**config.mk**
```make
export PLATFORM = sky130hd
export DESIGN_NAME = digit_dim_blink
export DESIGN_NICKNAME = d
export VERILOG_FILES = /design/src/rtl/dispgate_pkg.sv /design/src/rtl/frame_duty.sv /design/src/rtl/blink_timebase.sv /design/src/rtl/digit_gate.sv /design/src/rtl/digit_dim_blink.sv
export SDC_FILE = /design/constraint.sdc
export NUM_CORES = 1
export LEC_CHECK = 0
export ABC_AREA = 1
export BUFFER_PORTS_ARGS = -buffer_cell sky130_fd_sc_hd__buf_2
export CELL_PAD_IN_SITES_DETAIL_PLACEMENT = 2
export CELL_PAD_IN_SITES_GLOBAL_PLACEMENT = 2
export CORE_ASPECT_RATIO = 1.75
export CORE_MARGIN = 4
export CORE_UTILIZATION = 32
export CTS_CLUSTER_DIAMETER = 120
export DETAILED_ROUTE_END_ITERATION = 16
export PLACE_DENSITY_LB_ADDON = 0.12
export SLEW_MARGIN = 10
export SYNTH_ARGS = -nofsm -noshare
export SYNTH_HDL_FRONTEND = slang
export SYNTH_HIERARCHICAL = 1
export SYNTH_SLANG_ARGS = --single-unit
export TNS_END_PERCENT = 1
```
**constraint.sdc**
```tcl
create_clock -name clk_i -period 2.85 [get_ports clk_i]
set_input_delay 0.285 -clock clk_i [delete_from_list [all_inputs] [get_ports clk_i]]
set_output_delay 0.285 -clock clk_i [all_outputs]
set_load 0.01 [all_outputs]
```
**src/rtl/dispgate_pkg.sv**
```systemverilog
package dispgate_pkg;
  localparam int FRAME_SLOTS = 15;

  typedef logic [2:0] bright_code_t;
  typedef logic [3:0] slot_idx_t;

  localparam bright_code_t CODE_BLANK = 3'd7;

  // Lit slots per 15-slot frame for each brightness code.
  function automatic slot_idx_t lit_slots(input bright_code_t code);
    slot_idx_t n;
    case (code)
      3'd0:    n = 4'd15;
      3'd1:    n = 4'd12;
      3'd2:    n = 4'd8;
      3'd3:    n = 4'd6;
      3'd4:    n = 4'd4;
      3'd5:    n = 4'd3;
      3'd6:    n = 4'd2;
      default: n = 4'd0;
    endcase
    return n;
  endfunction

  function automatic logic slot_is_lit(input bright_code_t code, input slot_idx_t slot);
    return slot < lit_slots(code);
  endfunction
endpackage

```
**src/rtl/frame_duty.sv**
```systemverilog
module frame_duty
  import dispgate_pkg::*;
#(
  parameter int SLOT_CLKS = 1
) (
  input  logic         clk_i,
  input  logic         rst_i,
  input  bright_code_t code_i,
  output logic         lit_o,
  output logic         frame_end_o
);
  localparam int SUB_W = (SLOT_CLKS > 1) ? $clog2(SLOT_CLKS) : 1;
  localparam slot_idx_t LAST_SLOT = slot_idx_t'(FRAME_SLOTS - 1);

  slot_idx_t    slot_q;
  bright_code_t code_q;
  logic         slot_tick;

  generate
    if (SLOT_CLKS == 1) begin : g_single
      assign slot_tick = 1'b1;
    end else begin : g_multi
      logic [SUB_W-1:0] sub_q;
      always_ff @(posedge clk_i) begin
        if (rst_i) begin
          sub_q <= '0;
        end else if (sub_q == SUB_W'(SLOT_CLKS - 1)) begin
          sub_q <= '0;
        end else begin
          sub_q <= sub_q + 1'b1;
        end
      end
      assign slot_tick = (sub_q == SUB_W'(SLOT_CLKS - 1));
    end
  endgenerate

  assign frame_end_o = slot_tick && (slot_q == LAST_SLOT);

  always_ff @(posedge clk_i) begin
    if (rst_i) begin
      slot_q <= '0;
      code_q <= CODE_BLANK;
    end else begin
      if (slot_tick) begin
        slot_q <= (slot_q == LAST_SLOT) ? '0 : slot_q + 1'b1;
      end
      if (frame_end_o) begin
        code_q <= code_i;
      end
    end
  end

  assign lit_o = slot_is_lit(code_q, slot_q);

  a_r1_blank_dark: assert property (@(posedge clk_i) disable iff (rst_i)
    (code_q == 3'd7) |-> !lit_o);
  a_r1_full_lit: assert property (@(posedge clk_i) disable iff (rst_i)
    (code_q == 3'd0) |-> lit_o);
  a_r3_slot_range: assert property (@(posedge clk_i) disable iff (rst_i)
    slot_q <= LAST_SLOT);
  a_r3_code_holds: assert property (@(posedge clk_i) disable iff (rst_i)
    (slot_q != '0) |-> $stable(code_q));
endmodule

```
**src/rtl/blink_timebase.sv**
```systemverilog
module blink_timebase #(
  parameter int BLINK_DIV = 28672
) (
  input  logic clk_i,
  input  logic rst_i,
  output logic off_half_o
);
  localparam int CW   = $clog2(BLINK_DIV);
  localparam int HALF = BLINK_DIV / 2;

  logic [CW-1:0] cnt_q;

  always_ff @(posedge clk_i) begin
    if (rst_i) begin
      cnt_q <= '0;
    end else if (cnt_q == CW'(BLINK_DIV - 1)) begin
      cnt_q <= '0;
    end else begin
      cnt_q <= cnt_q + 1'b1;
    end
  end

  assign off_half_o = (cnt_q >= CW'(HALF));

  a_r4_off_starts_mid: assert property (@(posedge clk_i) disable iff (rst_i)
    $rose(off_half_o) |-> (cnt_q == CW'(HALF)));
  a_r4_on_starts_zero: assert property (@(posedge clk_i) disable iff (rst_i)
    $fell(off_half_o) |-> (cnt_q == '0));
endmodule

```
**src/rtl/digit_gate.sv**
```systemverilog
module digit_gate #(
  parameter int DIGITS = 8
) (
  input  logic              lit_i,
  input  logic              off_half_i,
  input  logic              blink_en_i,
  input  logic              flash_en_i,
  input  logic [DIGITS-1:0] flash_mask_i,
  output logic [DIGITS-1:0] digit_on_o
);
  logic [DIGITS-1:0] dark_now;

  generate
    for (genvar d = 0; d < DIGITS; d++) begin : g_digit
      always_comb begin
        if (blink_en_i) begin
          dark_now[d] = off_half_i;
        end else if (flash_en_i && flash_mask_i[d]) begin
          dark_now[d] = off_half_i;
        end else begin
          dark_now[d] = 1'b0;
        end
      end
      assign digit_on_o[d] = lit_i && !dark_now[d];
    end
  endgenerate

  a_r7_mask_ignored: assert property (@(posedge lit_i)
    (!blink_en_i && !flash_en_i) |-> (dark_now == '0));
endmodule

```
**src/rtl/digit_dim_blink.sv**
```systemverilog
module digit_dim_blink
  import dispgate_pkg::*;
#(
  parameter int DIGITS    = 8,
  parameter int SLOT_CLKS = 1,
  parameter int BLINK_DIV = 28672
) (
  input  logic              clk_i,
  input  logic              rst_i,
  input  logic [2:0]        bright_code_i,
  input  logic              flash_en_i,
  input  logic              blink_en_i,
  input  logic [DIGITS-1:0] flash_mask_i,
  output logic [DIGITS-1:0] digit_on_o
);
  logic lit;
  logic frame_end;
  logic off_half;

  frame_duty #(.SLOT_CLKS(SLOT_CLKS)) u_duty (
    .clk_i       (clk_i),
    .rst_i       (rst_i),
    .code_i      (bright_code_i),
    .lit_o       (lit),
    .frame_end_o (frame_end)
  );

  blink_timebase #(.BLINK_DIV(BLINK_DIV)) u_blink (
    .clk_i      (clk_i),
    .rst_i      (rst_i),
    .off_half_o (off_half)
  );

  digit_gate #(.DIGITS(DIGITS)) u_gate (
    .lit_i        (lit),
    .off_half_i   (off_half),
    .blink_en_i   (blink_en_i),
    .flash_en_i   (flash_en_i),
    .flash_mask_i (flash_mask_i),
    .digit_on_o   (digit_on_o)
  );

  a_r5_blink_dark: assert property (@(posedge clk_i) disable iff (rst_i)
    (blink_en_i && off_half) |-> (digit_on_o == '0));
  a_r6_flash_dark: assert property (@(posedge clk_i) disable iff (rst_i)
    (!blink_en_i && flash_en_i && off_half) |-> ((digit_on_o & flash_mask_i) == '0));
  a_r2_digits_agree: assert property (@(posedge clk_i) disable iff (rst_i)
    (!off_half) |-> ((digit_on_o == '0) || (&digit_on_o)));
  a_r3_frame_wrap_once: assert property (@(posedge clk_i) disable iff (rst_i)
    frame_end |=> !frame_end || (SLOT_CLKS * FRAME_SLOTS == 1));
endmodule

```
# Yosys cells after proc, flatten, opt, wreduce, memory -nomap -nowiden
# Cells that the tools add are included.
# W data, S select, Z words.
[word_totals]
register_bits = 22
latch_bits = 0
ram_bits = 0
romBits = 0
out_inout_bits = 8
n_memories = 0
[classes]
add_sub_neg = 2
multipliers = 0
n_div = 0
n_lt_le_gt_ge = 2
n_eq_ne = 8
shift = 0
muxes = 17
n_bitwise = 0
n_reduce_logical = 27
[ops]
columns = ["operator", "count"]
rows = [
  ["$pmux W4 S7", 1],
  ["$logic_and A1 B1 Y1", 16],
  ["$mux W1", 16],
  ["$add A15 B1 Y15 const B", 1],
  ["$eq A15 B15 Y1 const B", 1],
  ["$ge A15 B14 Y1 const B", 1],
  ["$eq A3 B3 Y1 const B", 3],
  ["$logic_not A1 Y1", 8],
  ["$eq A3 B2 Y1 const B", 2],
  ["$add A4 B1 Y4 const B", 1],
  ["$eq A4 B4 Y1 const B", 1],
  ["$lt A4 B4 Y1", 1],
  ["$reduce_or A2 Y1", 2],
  ["$eq A3 B1 Y1 const B", 1],
  ["$logic_not A3 Y1", 1],
]

# Longest topological paths before layout
# Gate-level depths: netlist of run 1.
[depth]
depth_word = 5
ltp_mapped = 10
mapped_depth_nobuf = 10

# Modules after synthesis
# Netlist of run 1, hierarchy kept.
[modules_own_cells]
columns = ["module", "instances", "cells_each", "area_each_um2", "seq_area_each_um2"]
rows = [
  ["blink_timebase", 1, 117, 805.8, 300.3],
  ["frame_duty", 1, 48, 382.9, 140.1],
  ["digit_gate", 1, 28, 127.6, 0.0],
]

# Least setup slack after synthesis of run 1
# No wires, ideal clock.
[synth_path]
path_kind = "register -> output"
start = "reg u_duty.code_q[0]"
end = "out digit_on_o[0]"
arrival_time_ns = 1.419
t_required_ns = 2.565
path_slack_ns = 1.146
path_stages_with_launch = 11
path_cell_list = "dfxtp_1 inv_1 nand2_1 nand2_1 xor2_1 ha_1 nand2_1 nand2_1 a21oi_1 inv_1 a21oi_1"
[synth_via]
elab_chain_len = 4
elab_cells_between_ends = 10
[synth_lines]
columns = ["item", "line", "source"]
rows = [
  ["from (decl)", "frame_duty.sv:16", "bright_code_t code_q;"],
  ["from (signal assigned)", "frame_duty.sv:48", "code_q <= code_i;"],
  ["$eq A3 B3 Y1 (tied with other cells)", "dispgate_pkg.sv:12", "case (code)"],
  ["$pmux W4 S7 (*)", "dispgate_pkg.sv:12", ""],
  ["$lt A4 B4 Y1 (*)", "dispgate_pkg.sv:26", "return slot < lit_slots(code);"],
  ["net lit", "digit_dim_blink.sv:16", "logic lit;"],
  ["$logic_and A1 B1 Y1 (*)", "digit_gate.sv:24", "assign digit_on_o[d] = lit_i && !dark_now[d];"],
  ["to (decl)", "digit_dim_blink.sv:14", "output logic [DIGITS-1:0] digit_on_o"],
]
# Mark *: on every way through the listed nets, which the timed path passes. The rest lies on a longest branch.

# Worst setup path after layout of run 1
[layout_path]
start = "reg u_duty.code_q[2]"
end = "out digit_on_o[6]"
# The elaborated chain is that of the path after synthesis.

==> impl_metrics.yaml, run 1 <==
status:
  status: "finished clean"
drt:
  drt_iter0_drc: 23
  post-route-drc-count: 0
  antenna_left: 0
  drt_pass1_iterations: 4
  top_layer: "met4"
  viasPerCell: 4.91
  wl_met1_mm: 1.36
  wl_met3_um: 77
  vias: 1296
  drt_wl_total_mm: 3.80
  routed-wl-met2_mm: 2.34
  wl_per_cell_um: 14.4
critical_path:
  cp_slowest_cell: "dfxtp_1"
  reg2reg_slack_ps: 1430
  crit_path_start_kind: "register"
  reg2reg_from: "u_blink/cnt_q[0]$_SDFF_PP0_"
  crit_buf_inv: 3
  rr_worst_depth: 7
  crit_top_cell: "nand2_1"
  crit_end: "digit_on_o[6]"
  crit_required_ps: 2570
  max_stage_delay_ps: 350
  r2r-end: "u_blink/cnt_q[14]$_SDFF_PP0_"
  endpoint_kind: "output pin"
  critPathArrivalTime_ps: 1980
  cp_num_cells: 11
  path_max_fanout: 8
  crit_path_cell_trace: "inv_1 -> nand2_1 -> nand2_1 -> xor2_1 -> ha_1 -> nand2_1 -> nand2_1 -> a21oi_1 -> inv_1 -> a21oi_1 -> buf_2"
  crit_type: "register to output pin"
  crit_path_start: "u_duty/code_q[2]$_SDFFE_PP1P_"
  critPathTopFamily: "buffers and inverters"
sta:
  final_max_slew_viol_count: 0
  hold_slack_ps: 243
  setup_viol: 0
  period_needed_ps: 2260
  fin_crit_sh_pct: 79.3
  hold_viol_final: 0
  rsz0062_at_grt: "no"
  slew_headroom_pct: 34.6
  setup_ws_ps: 590
  skew_ps: 4.90
  setup_tns_ps: 0
  max_freq_mhz: 442
  worstMarginPinSlew_ps: 970
clock_network:
  cts.sinks: 22
  htree_levels: 1
  cts_setup_buffers: 0
  clkTransAtPathRegs_ps: 80
  worstSkewPairLatency_ps: 270
  cts_tree: "done"
  cts_made_buffers: 3
  holdBufCountCts: 0
  post_cts_resized: 0
  clk_path_buf_depth: 2
  cts_root_buffer: "clkbuf_8"
floorplanning:
  core.rowCount: 30
  ios: 23
  die_w_um: 56.5
  fp.dieH_um: 92.8
  core-area_um2: 3940
  initial_core_util_pct: 33.4
  die-area_um2: 5240
grt:
  grt_max_degree: 16
  grt_antenna_before_repair: 0
  grt_pass1_wl_mm: 6.67
  grt_usage_pct: 15.7
  globalRouteOverflowTotal: 0
  grt_pass1_vias: 1551
synthesis:
  synth_top_family_by_area: "simple AND/OR/NAND/NOR gates"
  synthXorXnorAreaFrac_pct: 5.32
  synth_cell_types: 25
  synthAdderAreaFrac_pct: 6.65
  yosys-mux-area-fraction_pct: 0
  syn_area_um2: 1320
  avgSynthCellArea_um2: 6.82
  synth-compound-area-share_pct: 8.37
  syn-num-nets: 215
  netlist_instances: 193
  yosys_warnings: 6
  synth-simple-area-share_pct: 36.1
  ys_seq_area_share_pct: 33.5
  yosys_register_bits: 22
cells_and_area:
  final_cell_area_um2: 1530
  fin_cells: 264
  postLayoutCoreUtil_pct: 38.8
  nNetsFinal: 239
  drive_above_1_share_pct: 18.1
  antenna-diode-count: 0
  area_delta_synth_final_pct: 16.3
place:
  placed_cell_area_um2: 1460
  io_buffers: 22
  post-place-ws_ps: 875
  hpwlAfterDp_mm: 3.07
  place_inst: 260
  gp_congestion: 0.808
job:
  max_cap_viol_count: 0
hold_path:
  hold_class: "input pin to register"
power:
  power_density_nw_per_um2: 470
  power.total_uw: 720
  total_leakage_power_nw: 0.746
  ir_drop_uv: 278
[where the power goes]
| part | leakage [nW] | total (mW) | internal (mW) | switching (mW) |
|---|---|---|---|---|
| Combinational | 0.532 | 0.0966 | 0.0409 | 0.0557 |
| Sequential | 0.179 | 0.324 | 0.315 | 0.00965 |
| Clock | 0.0357 | 0.299 | 0.188 | 0.111 |
[routing by layer]
| layer | up-vias | track usage, % |
|---|---|---|
| met2 | 12 | 32.8 |
| met3 | 4 | 2.23 |
| met1 | 637 | 15.1 |
| met4 | 0 | 3.56 |
| li1 | 643 | - |
| met5 | - | 0 |
[cells in the mapped netlist, drive strengths merged]
cell type | n | area share (%)
nand2 | 54 | 16
nor2 | 30 | 9.5
inv | 28 | 8.0
dfxtp | 22 | 33
nand3 | 16 | 7.8
a21oi | 13 | 5.5
ha | 7 | 6.7
o21ai | 6 | 2.3
xnor2 | 4 | 2.7
xor2 | 4 | 2.7
buf | 2 | 1.7
nand4 | 2 | 0.95
or2 | 2 | 1.1
a21o | 1 | 0.57
clkbuf | 1 | 0.38
nand3b | 1 | 0.57
[sequential cells by signal, indices dropped and copies added (netlist names)]
name,cells
u_duty/slot_q,4
u_duty/code_q,3
u_blink/cnt_q,15
[worst register-to-register path, stage by stage (launching register included)]
cell     delay [ps]
dfxtp_1         410
ha_1            250
nand3_4         120
nor2_1          260
nand3_1         110
nand2_1          80
nand2_1          50
nor2_1           80
[layout by cell type, fill, tap and decap left out, types with 2 or more instances in the layout]
cell      count
a21oi_1      11
a21oi_2       2
buf_2        22
clkbuf_8      3
dfxtp_1      22
ha_1          7
inv_1        26
inv_2         2
nand2_1      52
nand3_1      13
nand3_2       2
nand4_1       2
nor2_1       27
nor2_2        2
o21ai_0       6
xnor2_1       4
xor2_1        4
[cell families (layout without fill, tap and decap cells)]
logic type               count (synthesis)  in the layout
adder cells (fa/ha/maj)                  7              7
XOR/XNOR                                 8              8
AO/OA/AOI/OAI                           20             20
buffers and inverters                   31             54
flip-flops                              22             22
AND/OR/NAND/NOR                        105            105
[worst min-delay path by stage]
stage | to | cells past startpoint | slack, ps | startpoint
after floorplan | u_duty/code_q[0]$_SDFFE_PP1P_ | 2 | 380 | rst_i
after global placement | u_blink/cnt_q[0]$_SDFF_PP0_ | 1 | 460 | u_blink/cnt_q[0]$_SDFF_PP0_
after detailed placement | u_duty/slot_q[0]$_SDFF_PP0_ | 1 | 490 | u_duty/slot_q[0]$_SDFF_PP0_
after CTS | u_duty/code_q[1]$_SDFFE_PP1P_ | 3 | 230 | bright_code_i[1]
after global routing | u_duty/code_q[1]$_SDFFE_PP1P_ | 3 | 270 | bright_code_i[1]
final | u_duty/code_q[1]$_SDFFE_PP1P_ | 3 | 240 | bright_code_i[1]
[layout make-up]
type / count / area (um^2)
tap: 48 / 60.1
fill: 537 / 2410
sequential: 22 / 440
clock buffer: 3 / 41.3
multi-input combinational: 140 / 743
clock inverter: 1 / 30.0
inverter: 28 / 105
timing repair buffer: 22 / 110
Power figures use the tool's default switching activity.
==> run 2, diff against run 1 <==
--- a/config.mk
+++ b/config.mk
@@ -11,7 +11,7 @@
 export CELL_PAD_IN_SITES_GLOBAL_PLACEMENT = 2
 export CORE_ASPECT_RATIO = 1.75
 export CORE_MARGIN = 4
-export CORE_UTILIZATION = 32
+export CORE_UTILIZATION = 30
 export CTS_CLUSTER_DIAMETER = 120
 export DETAILED_ROUTE_END_ITERATION = 16
 export PLACE_DENSITY_LB_ADDON = 0.12
==> constraint.sdc (replaced) <==
create_clock -name clk_i -period 2.1 [get_ports clk_i]
set_input_delay 0.21 -clock clk_i [delete_from_list [all_inputs] [get_ports clk_i]]
set_output_delay 0.21 -clock clk_i [all_outputs]
set_load 0.01 [all_outputs]
==> run 2 against run 1 <==
Net effect:
- first-iteration DRC count shrank 35%
- sequential share of layout area down 0.51 points
- final area up 2.4%
- die area rose by 5.9%
- critical path type unchanged
- wire length rose by 1.8%
- critical path depth stayed put
- clock-buffer cell count up 1
- core utilization is 1.4 points lower
- largest power group unchanged
- hold slack worse by 75 ps
==> impl_metrics.yaml, run 2 (synthesis results as in run 1) <==
cells_and_area:
  nNetsFinal: 240
  top_regs: "u_blink/cnt_q (15), u_duty/slot_q (4), u_duty/code_q (3)"
  drive_above_1_share_pct: 25.3
  regMostFlops: "u_blink/cnt_q"
  final_cell_area_um2: 1570
  fill_cells: 528
  area_delta_synth_final_pct: 19.0
  mostFrequentLayoutCells: "nand2_1 (50), nor2_1 (27), inv_1 (23)"
  fin_cells: 266
  final_common_cell: "nand2_1"
  largest_reg_flops: 15
  antenna-diode-count: 0
drt:
  drt_wl_total_mm: 3.87
  post-route-drc-count: 0
  drt_iter0_drc: 15
  viasPerCell: 4.82
  wl_per_cell_um: 14.6
  drt_pass1_iterations: 2
  antenna_left: 0
  vias: 1283
grt:
  grt_pass1_vias: 1486
  grt_antenna_before_repair: 0
  grt_pass1_wl_mm: 6.67
  grt_usage_pct: 15.5
  grt_max_degree: 16
  globalRouteOverflowTotal: 0
clock_network:
  htree_levels: 1
  cts_root_buffer: "clkbuf_8"
  cts_tree: "done"
  worstSkewPairLatency_ps: 270
  cts_setup_buffers: 0
  clk_path_buf_depth: 2
  clkTransAtPathRegs_ps: 80
  cts_made_buffers: 3
  cts.sinks: 22
power:
  power_density_nw_per_um2: 578
  total_leakage_power_nw: 0.741
  ir_drop_uv: 286
critical_path:
  crit_path_start_kind: "register"
  critPathArrivalTime_ps: 1880
  crit_type: "register to output pin"
  endpoint_kind: "output pin"
  path_max_fanout: 8
  crit_required_ps: 1890
  max_stage_delay_ps: 350
  crit_path_cell_trace: "inv_2 -> nand2_2 -> nand2_2 -> xor2_2 -> ha_1 -> nand2_1 -> nand2_1 -> a21oi_2 -> inv_4 -> a21oi_2 -> buf_2"
  cp_slowest_cell: "dfxtp_2"
sta:
  setup_viol: 0
  skew_ps: 4.62
  period_needed_ps: 2090
  worstMarginPinSlew_ps: 329
  fin_crit_sh_pct: 99.3
  final_max_slew_viol_count: 0
  rsz0062_at_grt: "yes"
  max_freq_mhz: 479
  hold_viol_final: 0
  slew_headroom_pct: 78.0
job:
  max_cap_viol_count: 0
hold_path:
  hold_class: "input pin to register"
place:
  io_buffers: 22
  gp_congestion: 0.772
  place_inst: 262
  hpwlAfterDp_mm: 3.17
  placed_cell_area_um2: 1470
floorplanning:
  ios: 23
  die_w_um: 58.1
  initial_core_util_pct: 31.4
  core-area_um2: 4190
  die-area_um2: 5550
  fp.dieH_um: 95.6
  core.rowCount: 31
status:
  status: "finished clean"
[run 2: cell count changes in the layout (fill, tap and decap cells not counted), sizes merged]
cell    before  now
buf         22   23
bufinv       1    0
clkbuf       3    4
[run 2: area by class of cell]
class / instances / area [um^2] / share of cell area, %
multi-input cells: 140 / 782 / 49.9
flip-flops and latches: 22 / 443 / 28.3
repair buffers: 23 / 118 / 7.51
inverters: 28 / 108 / 6.87
well taps: 49 / 61.3 / 3.91
clock buffers: 4 / 55.1 / 3.51
[run 2: final timing paths]
| check | from | end | slack (ps) | cells after the start |
|---|---|---|---|---|
| min reg2reg | u_blink/cnt_q[0]$_SDFF_PP0_ | u_blink/cnt_q[0]$_SDFF_PP0_ | 500 | 1 |
| max | u_duty/code_q[0]$_SDFFE_PP1P_ | digit_on_o[0] | 10 | 11 |
| max reg2reg | u_blink/cnt_q[0]$_SDFF_PP0_ | u_blink/cnt_q[14]$_SDFF_PP0_ | 690 | 7 |
| min | bright_code_i[2] | u_duty/code_q[2]$_SDFFE_PP1P_ | 170 | 3 |
[run 2: repair_timing]
action | CTS | global route
setup endpoints to repair | 8 | 8
hold buffers | 0 | 0
pin swaps | 1 | 4
resized for setup | 12 | 5
[run 2: critical path: cells and delay by family, from the launching register on]
kind | cells | cell delay (ps)
compound gates | 2 | 290
xor+xnor | 1 | 150
fa+ha+maj | 1 | 270
buf+inv | 3 | 290
flops | 1 | 350
simple gates | 4 | 260
[run 2: per-stage QoR]
step	hold WS (ps)	worst slack, ps	TNS [ps]	util (%)	total power [mW]
after global routing	179	-125	-854	37.4	0.959
after global placement	428	294	0	35.0	0.576
after CTS	159	7.63	0	37.0	0.921
after floorplan	310	471	0	-	0.529
final	168	13.8	0	37.4	0.905
after detailed placement	443	214	0	35.0	0.587
[run 2: per-layer routing]
metal  routed length (um)  up-vias  part of all wire, %  track usage (%)
met2                 2380        8                   62             31.2
met3                   53        5                  1.4             2.17
li1                     -      643                    -                -
met4                   44        0                  1.1             4.64
met1                 1390      627                   36             15.8
met5                    0        -                    0                0
[run 2: power by group]
group | leakage (nW) | switching, mW | total, mW | internal [mW]
logic | 0.535 | 0.0868 | 0.148 | 0.0617
clock network | 0.0288 | 0.149 | 0.316 | 0.168
registers | 0.178 | 0.0131 | 0.440 | 0.427
